===== config.mk =====
export PLATFORM = sky130hd
export DESIGN_NAME = hostcpu_doorbell
export DESIGN_NICKNAME = d
export VERILOG_FILES = /design/src/rtl/hd_pkg.sv /design/src/rtl/hd_host_decode.sv /design/src/rtl/hd_flag.sv /design/src/rtl/hd_readback.sv /design/src/rtl/hostcpu_doorbell.sv
export SDC_FILE = /design/constraint.sdc
export NUM_CORES = 1
export LEC_CHECK = 0
export BUFFER_PORTS_ARGS = -buffer_cell sky130_fd_sc_hd__buf_2
export CORE_AREA = 2 2 39 41
export DETAILED_ROUTE_END_ITERATION = 8
export DIE_AREA = 0 0 41 43
export SYNTH_ARGS = -nofsm -noshare
export SYNTH_HDL_FRONTEND = slang
export SYNTH_SLANG_ARGS = --single-unit

===== constraint.sdc =====
create_clock -name clk -period 0.8 [get_ports clk]
set_input_delay 0.16 -clock clk [delete_from_list [all_inputs] [get_ports clk]]
set_output_delay 0.16 -clock clk [all_outputs]
set_load 0.05 [all_outputs]

===== src/rtl/hd_pkg.sv =====
package hd_pkg;
   // one set/clear request pair for a single flag
   typedef struct packed {
      logic set;
      logic clr;
   } flag_evt_t;

   // next value of a set/clear flag: when set, a clear wins; when clear, a set wins
   function automatic logic flag_next(input logic cur, input flag_evt_t ev);
      return cur ? !ev.clr : ev.set;
   endfunction
endpackage


===== src/rtl/hd_host_decode.sv =====
module hd_host_decode
   import hd_pkg::*;
#(
   parameter int unsigned SEL_W     = 2,
   parameter int unsigned CTRL_CODE = 0,
   parameter int unsigned DATA_W    = 2,
   parameter int unsigned DB_POS    = 0,
   parameter int unsigned HB_POS    = 1
) (
   input  logic [SEL_W-1:0]  host_sel,
   input  logic              host_we,
   input  logic [DATA_W-1:0] host_wdata,
   input  logic              cpu_we,
   input  logic [DATA_W-1:0] cpu_wdata,
   output flag_evt_t         db_evt,
   output flag_evt_t         hb_evt
);
   localparam logic [SEL_W-1:0] SEL_HIT = SEL_W'(CTRL_CODE);

   logic host_hit;
   assign host_hit = host_we && (host_sel == SEL_HIT);

   // doorbell: host raises, processor acknowledges
   assign db_evt.set = host_hit && host_wdata[DB_POS];
   assign db_evt.clr = cpu_we && cpu_wdata[DB_POS];
   // return flag: processor raises, host acknowledges
   assign hb_evt.set = cpu_we && cpu_wdata[HB_POS];
   assign hb_evt.clr = host_hit && host_wdata[HB_POS];
endmodule


===== src/rtl/hd_flag.sv =====
module hd_flag
   import hd_pkg::*;
#(
   parameter bit PULSE_EN = 1'b1
) (
   input  logic      clk,
   input  logic      rst_n,
   input  flag_evt_t evt,
   output logic      flag_o,
   output logic      pulse_o
);
   logic flag_q;

   always_ff @(posedge clk or negedge rst_n) begin
      if (!rst_n) flag_q <= 1'b0;
      else        flag_q <= flag_next(flag_q, evt);
   end
   assign flag_o = flag_q;

   generate
      if (PULSE_EN) begin : g_pulse
         logic pulse_q;
         always_ff @(posedge clk or negedge rst_n) begin
            if (!rst_n) pulse_q <= 1'b0;
            else        pulse_q <= !flag_q && evt.set;
         end
         assign pulse_o = pulse_q;


         pulse_single_chk: assert property (@(posedge clk) disable iff (!rst_n)
            pulse_q |=> !pulse_q);

         rise_pulse_chk: assert property (@(posedge clk) disable iff (!rst_n)
            $rose(flag_q) |-> pulse_q);

         pending_hold_chk: assert property (@(posedge clk) disable iff (!rst_n)
            (flag_q && !evt.clr) |=> (flag_q && !pulse_q));
      end else begin : g_level
         assign pulse_o = 1'b0;
      end
   endgenerate


   ack_clear_chk: assert property (@(posedge clk) disable iff (!rst_n)
      (flag_q && evt.clr) |=> !flag_q);

   idle_low_chk: assert property (@(posedge clk) disable iff (!rst_n)
      (!flag_q && !evt.set) |=> !flag_q);
endmodule


===== src/rtl/hd_readback.sv =====
module hd_readback #(
   parameter int unsigned DATA_W = 2,
   parameter int unsigned DB_POS = 0,
   parameter int unsigned HB_POS = 1
) (
   input  logic              db_flag,
   input  logic              hb_flag,
   output logic [DATA_W-1:0] rvec
);
   for (genvar i = 0; i < DATA_W; i++) begin : g_bit
      if (i == DB_POS) begin : g_db
         assign rvec[i] = db_flag;
      end else if (i == HB_POS) begin : g_hb
         assign rvec[i] = hb_flag;
      end else begin : g_zero
         assign rvec[i] = 1'b0;
      end
   end
endmodule


===== src/rtl/hostcpu_doorbell.sv =====
module hostcpu_doorbell
   import hd_pkg::*;
#(
   parameter int unsigned SEL_W     = 2,
   parameter int unsigned CTRL_CODE = 0,
   parameter int unsigned DATA_W    = 2,
   parameter int unsigned DB_POS    = 0,
   parameter int unsigned HB_POS    = 1
) (
   input  logic              clk,
   input  logic              rst_n,
   input  logic [SEL_W-1:0]  host_sel,
   input  logic              host_we,
   input  logic [DATA_W-1:0] host_wdata,
   input  logic              cpu_we,
   input  logic [DATA_W-1:0] cpu_wdata,
   output logic              cpu_irq_pulse,
   output logic              host_irq,
   output logic [DATA_W-1:0] host_rdata,
   output logic [DATA_W-1:0] cpu_rdata
);
   localparam logic [SEL_W-1:0] SEL_HIT = SEL_W'(CTRL_CODE);

   initial begin
      sel_width_chk: assert (SEL_W >= 1 && SEL_W <= 8) else $error("SEL_W out of range");
      code_fit_chk: assert (CTRL_CODE < (1 << SEL_W)) else $error("CTRL_CODE does not fit SEL_W");
      pos_fit_chk: assert (DB_POS < DATA_W && HB_POS < DATA_W) else $error("bit position outside DATA_W");
      pos_distinct_chk: assert (DB_POS != HB_POS) else $error("flag positions overlap");
   end

   flag_evt_t db_evt, hb_evt;
   logic      db_flag, hb_flag, hb_pulse_unused;
   logic [DATA_W-1:0] rvec;

   hd_host_decode #(
      .SEL_W(SEL_W), .CTRL_CODE(CTRL_CODE), .DATA_W(DATA_W),
      .DB_POS(DB_POS), .HB_POS(HB_POS)
   ) u_decode (
      .host_sel(host_sel), .host_we(host_we), .host_wdata(host_wdata),
      .cpu_we(cpu_we), .cpu_wdata(cpu_wdata),
      .db_evt(db_evt), .hb_evt(hb_evt)
   );

   hd_flag #(.PULSE_EN(1'b1)) u_doorbell (
      .clk(clk), .rst_n(rst_n), .evt(db_evt),
      .flag_o(db_flag), .pulse_o(cpu_irq_pulse)
   );

   hd_flag #(.PULSE_EN(1'b0)) u_return (
      .clk(clk), .rst_n(rst_n), .evt(hb_evt),
      .flag_o(hb_flag), .pulse_o(hb_pulse_unused)
   );

   hd_readback #(.DATA_W(DATA_W), .DB_POS(DB_POS), .HB_POS(HB_POS)) u_rb (
      .db_flag(db_flag), .hb_flag(hb_flag), .rvec(rvec)
   );

   assign host_irq   = hb_flag;
   assign host_rdata = rvec;
   assign cpu_rdata  = rvec;


   foreign_sel_chk: assert property (@(posedge clk) disable iff (!rst_n)
      (!db_flag && !(host_we && host_sel == SEL_HIT)) |=> (!db_flag && !cpu_irq_pulse));

   return_raise_chk: assert property (@(posedge clk) disable iff (!rst_n)
      (!host_irq && cpu_we && cpu_wdata[HB_POS]) |=> host_irq);

   collide_idle_chk: assert property (@(posedge clk) disable iff (!rst_n)
      (!db_flag && host_we && host_sel == SEL_HIT && host_wdata[DB_POS]) |=> cpu_irq_pulse);
endmodule


======== Word-level counts from Yosys, hierarchy flattened ========
Index checks and enable logic that the tools add are counted.
storage, ports and cells
  flip-flop bits (word level) ............. 3
  input bits .............................. 10
  logic and storage cells ................. 15
cells by class
  reductions and logical operators ........ 10
  muxes and demuxes ....................... 2
operator list
  operator             count
  $logic_and A1 B1 Y1  6
  $logic_not A1 Y1     3
  $logic_not A2 Y1     1
  $mux W1              2

======== Logic depth before layout (Yosys ltp) ========
  depth after elaboration ................. 5
  depth in mapped cells ................... 2
  mapped depth without buffers ............ 2

======== Hierarchy ========
A second synthesis with hierarchy kept.
unflattened totals
  cells, all modules ...................... 18
  area, all modules ....................... 182.7 µm²
modules (own cells, without submodules)
  module                cells each  area each (µm²)  instances  sequential area each (µm²)
  hd_flag (u_doorbell)  5           65.1             1          50.0
  hd_flag (u_return)    5           50.0             1          25.0
  hd_host_decode        4           37.5             1          0.0
  hd_readback           2           15.0             1          0.0
  hostcpu_doorbell      2           15.0             1          0.0

======== Worst setup path before layout ========
No wires, ideal clock.
  path type ............................... reg-to-output
  start point ............................. register u_return.flag_q (netlist: u_return.flag_o)
  end point ............................... output port cpu_rdata[1]
  stages on the path, launching flop included .. 2
  slack ................................... -0.301 ns
  data arrival time ....................... 0.941 ns
  cell sequence ........................... dfrtp_1 > buf_4
RTL lines
  item                    line                    text
  from (decl)             hd_flag.sv:12           logic flag_q;
  from (signal assigned)  hd_flag.sv:16           else flag_q <= flag_next(flag_q, evt);
  to (decl)               hostcpu_doorbell.sv:20  output logic [DATA_W-1:0] cpu_rdata
No word-level cell between the ends.

======== Worst setup path after layout ========
  start point ............................. register u_return.flag_q (netlist: u_return.flag_o)
  end point ............................... output port cpu_rdata[1]
No word-level cell between the ends.

==> impl_metrics.json <==
{
  "finalSetupViolCount": 9,
  "top_signal_layer_used": "met3",
  "antenna_cells_inserted": 0,
  "worst-slew-pin-transition_ns": 0.215,
  "worst_clock_skew_ns": 0.00244,
  "irDropWorstVdd_mv": 0.439,
  "finalHoldViolations": 0,
  "finish.utilization": 0.237,
  "final_cell_count_no_fill": 48,
  "grt_first_pass_wirelength_um": 621,
  "outcome": "complete, but fails checks",
  "startpoint_of_the_most_critical_setup_path": "u_return.flag_o",
  "max_clock_freq_ghz": 1.02,
  "rsz_0062_raised_after_global_routing": "yes",
  "layout_common_cells": "9 x sky130_fd_sc_hd__buf_2, 7 x sky130_fd_sc_hd__buf_6, 3 x sky130_fd_sc_hd__clkbuf_4",
  "synth_cell_types": 9,
  "portBuffers": 15,
  "worst_hold_slack_ns": 0.104,
  "syn2layout_area_growth_pct": 110,
  "dp.cells": 41,
  "groute.usage.overall": 0.0673,
  "total_power_mw": 0.710,
  "clock_insertion_delay_worst_skew_ns": 0.23,
  "cp_max_fo": 4,
  "syn-instance-count": 14,
  "path_cells": "buf_6",
  "synth.cell_area_um2": 156,
  "synth_simple_gate_area_frac": 0.192,
  "crit_buf_inv": 1,
  "min_path_type": "in -> reg",
  "layout_setup_ws_ns": -0.180,
  "critical_path_required_ns": 0.64,
  "via_count_normalized_by_instance_count": 3.48,
  "drt_drc_violations_left": 0,
  "synth_top_area_frac": 0.480,
  "cp_slowest_cell": "sky130_fd_sc_hd__dfrtp_2",
  "clock-root-buffer": "sky130_fd_sc_hd__clkbuf_4",
  "tritoncts_clock_tree": "built",
  "netlist.top_cell.by_area": "sky130_fd_sc_hd__dfrtp_1",
  "clock_power_share": 0.375,
  "critical_path.max_stage_delay_ns": 0.42,
  "initial_core_util": 0.113,
  "global_route.overflow_total": 0,
  "die_area_um2": 1760,
  "clkSlewWorstSetupHoldPaths_ns": 0.04,
  "worstSetupPathType": "reg -> out",
  "finalWirelength_um": 419,
  "violations_in_the_final_reports": "negative setup slack",
  "main_combinational_cell_family_by_area_after_synthesis": "simple AND/OR/NAND/NOR gates",
  "static-leakage-power_nw": 0.163,
  "finalNetCount": 43,
  "wl_met1_um": 176,
  "wl_met2_um": 154,
  "floorplan.die.width_um": 41,
  "rows": 14,
  "die_h_um": 43,
  "netSwitchingFraction": 0.344,
  "wl_per_cell_um": 8.73,
  "cts_inserted_buffers": 3,
  "clock_tree.buffer_depth": 2,
  "leading_cell_type_in_the_layout_fill_and_taps_excluded": "sky130_fd_sc_hd__buf_2",
  "combinational_cell_fraction_of_total_power": 0.368,
  "grt_pass1_vias": 165,
  "synth.yosys.seq_area_share": 0.480,
  "synth_seq_cells": 3,
  "antenna_violating_nets_post_route": 0,
  "adder_and_majority_cell_fraction_of_the_synthesized_area": 0,
  "crit_path_end_kind": "output port",
  "design.core.area_um2": 1380,
  "timing.max_slew.rel_slack": 0.856,
  "synth_xor_xnor_area_share": 0,
  "worst_path_dominant_cell_family": "flip-flops",
  "ios": 16,
  "cellInternalPower_mw": 0.466,
  "fin_tns_setup_ns": -1.13,
  "worst_hold_startpoint": "host_wdata[1]",
  "cap_violations": 0,
  "syn_avg_cell_area_um2": 11.2,
  "post_route_cells_drive_above_1_share": 0.813,
  "fin_crit_ns": 0.980,
  "cts_num_sinks": 3,
  "final.fill_count": 153,
  "wl_met3_um": 87,
  "antenna_found_initial": 0,
  "yosys_warning_count": 0,
  "gp_congestion": 0.548,
  "fin_crit_sh": 1.22,
  "synthesis.nets": 24,
  "kind_of_launch_point_of_the_worst_setup_path": "register",
  "switching_power_mw": 0.244,
  "worst_ep_arrival_time_ns": 0.82,
  "route.vias.total": 167,
  "share_of_the_synthesized_area_in_compound_gates_ao_oa_aoi_oai": 0.136,
  "post_synth_mux_area_share": 0,
  "synth_top_cells_by_area": "sky130_fd_sc_hd__dfrtp_1 48%, sky130_fd_sc_hd__buf_4 19%, sky130_fd_sc_hd__nor3b_2 8.0%",
  "worst_reg2reg_path_startpoint": "u_doorbell.flag_o",
  "first_pass_iters": 5,
  "powerDensity_nw_per_um2": 2170,
  "drt_first_iter_violations": 2,
  "h_tree_depth": 1,
  "slew_violations": 0,
  "largest_net_degree_at_the_start_of_global_routing": 5,
  "seq_power_share": 0.257
}
==> worst paths after layout <==
check                           slack [ns]                  to  cells after the start
worst max-delay path                 -0.18        cpu_rdata[1]                      1
worst min-delay path                  0.10     u_return.flag_o                      2
worst max register to register       -0.09   u_doorbell.flag_o                      3
worst min register to register        0.64     u_return.flag_o                      2
max in group asynchronous             0.43     u_return.flag_o                      2
min in group asynchronous             0.25  u_doorbell.pulse_o                      2
==> cell families after synthesis <==
| kind of cell | after synthesis |
|---|---|
| AO/OA/AOI/OAI | 3 |
| buffers and inverters | 4 |
| flip-flops | 3 |
| AND/OR/NAND/NOR | 4 |
==> sequential cells by signal, indices dropped and copies added, names as in the netlist <==
name	count
u_return.flag_o	1
u_doorbell.pulse_o	1
u_doorbell.flag_o	1
==> power groups by stage <==
stage,clock (mW),sequential [mW],combinational (mW)
after detailed placement,0,0.181,0.187
after global routing,0.294,0.185,0.278
final,0.266,0.183,0.262
after floorplan,0,0.207,0.145
after CTS,0.284,0.183,0.253
after global placement,0,0.179,0.189
==> repair_timing <==
item	4_1_cts	5_1_grt
pin swaps	1	0
resized for setup	14	3
buffers inserted	2	0
setup endpoints to repair	7	9
endpoints found under the hold margin	3	0
hold buffers	1	0
==> layout make-up <==
| type | instances | area (µm²) | area share |
|---|---|---|---|
| Timing Repair Buffer | 18 | 141 | 0.431 |
| Multi-Input combinational cell | 7 | 63.8 | 0.195 |
| Tap cell | 16 | 20.0 | 0.0611 |
| Sequential cell | 3 | 76.3 | 0.233 |
| Clock buffer | 4 | 26.3 | 0.0802 |
==> synthesized netlist by cell type <==
master and count:
sky130_fd_sc_hd__a22o_2 1, sky130_fd_sc_hd__nor3b_2 1, sky130_fd_sc_hd__nand2_1 1, sky130_fd_sc_hd__nor2b_1 1, sky130_fd_sc_hd__a31oi_1 1, sky130_fd_sc_hd__a21oi_1 1
sky130_fd_sc_hd__and2_2 1, sky130_fd_sc_hd__buf_4 4, sky130_fd_sc_hd__dfrtp_1 3
==> stage by stage <==
step	setup slack, ns	instance area [µm²]
final	-0.180	328
after global routing	-0.212	328
after CTS	-0.193	318
after detailed placement	-0.00682	223
after global placement	-0.00365	223
after floorplan	-0.103	165
==> routing by layer <==
metal / track usage / vias to the layer above
li1: - / 79
met1: 0.0675 / 71
met2: 0.0531 / 17
met3: 0.0890 / 0
met4: 0.0800 / 0
met5: 0 / -
(Power assumes the default switching activity.)
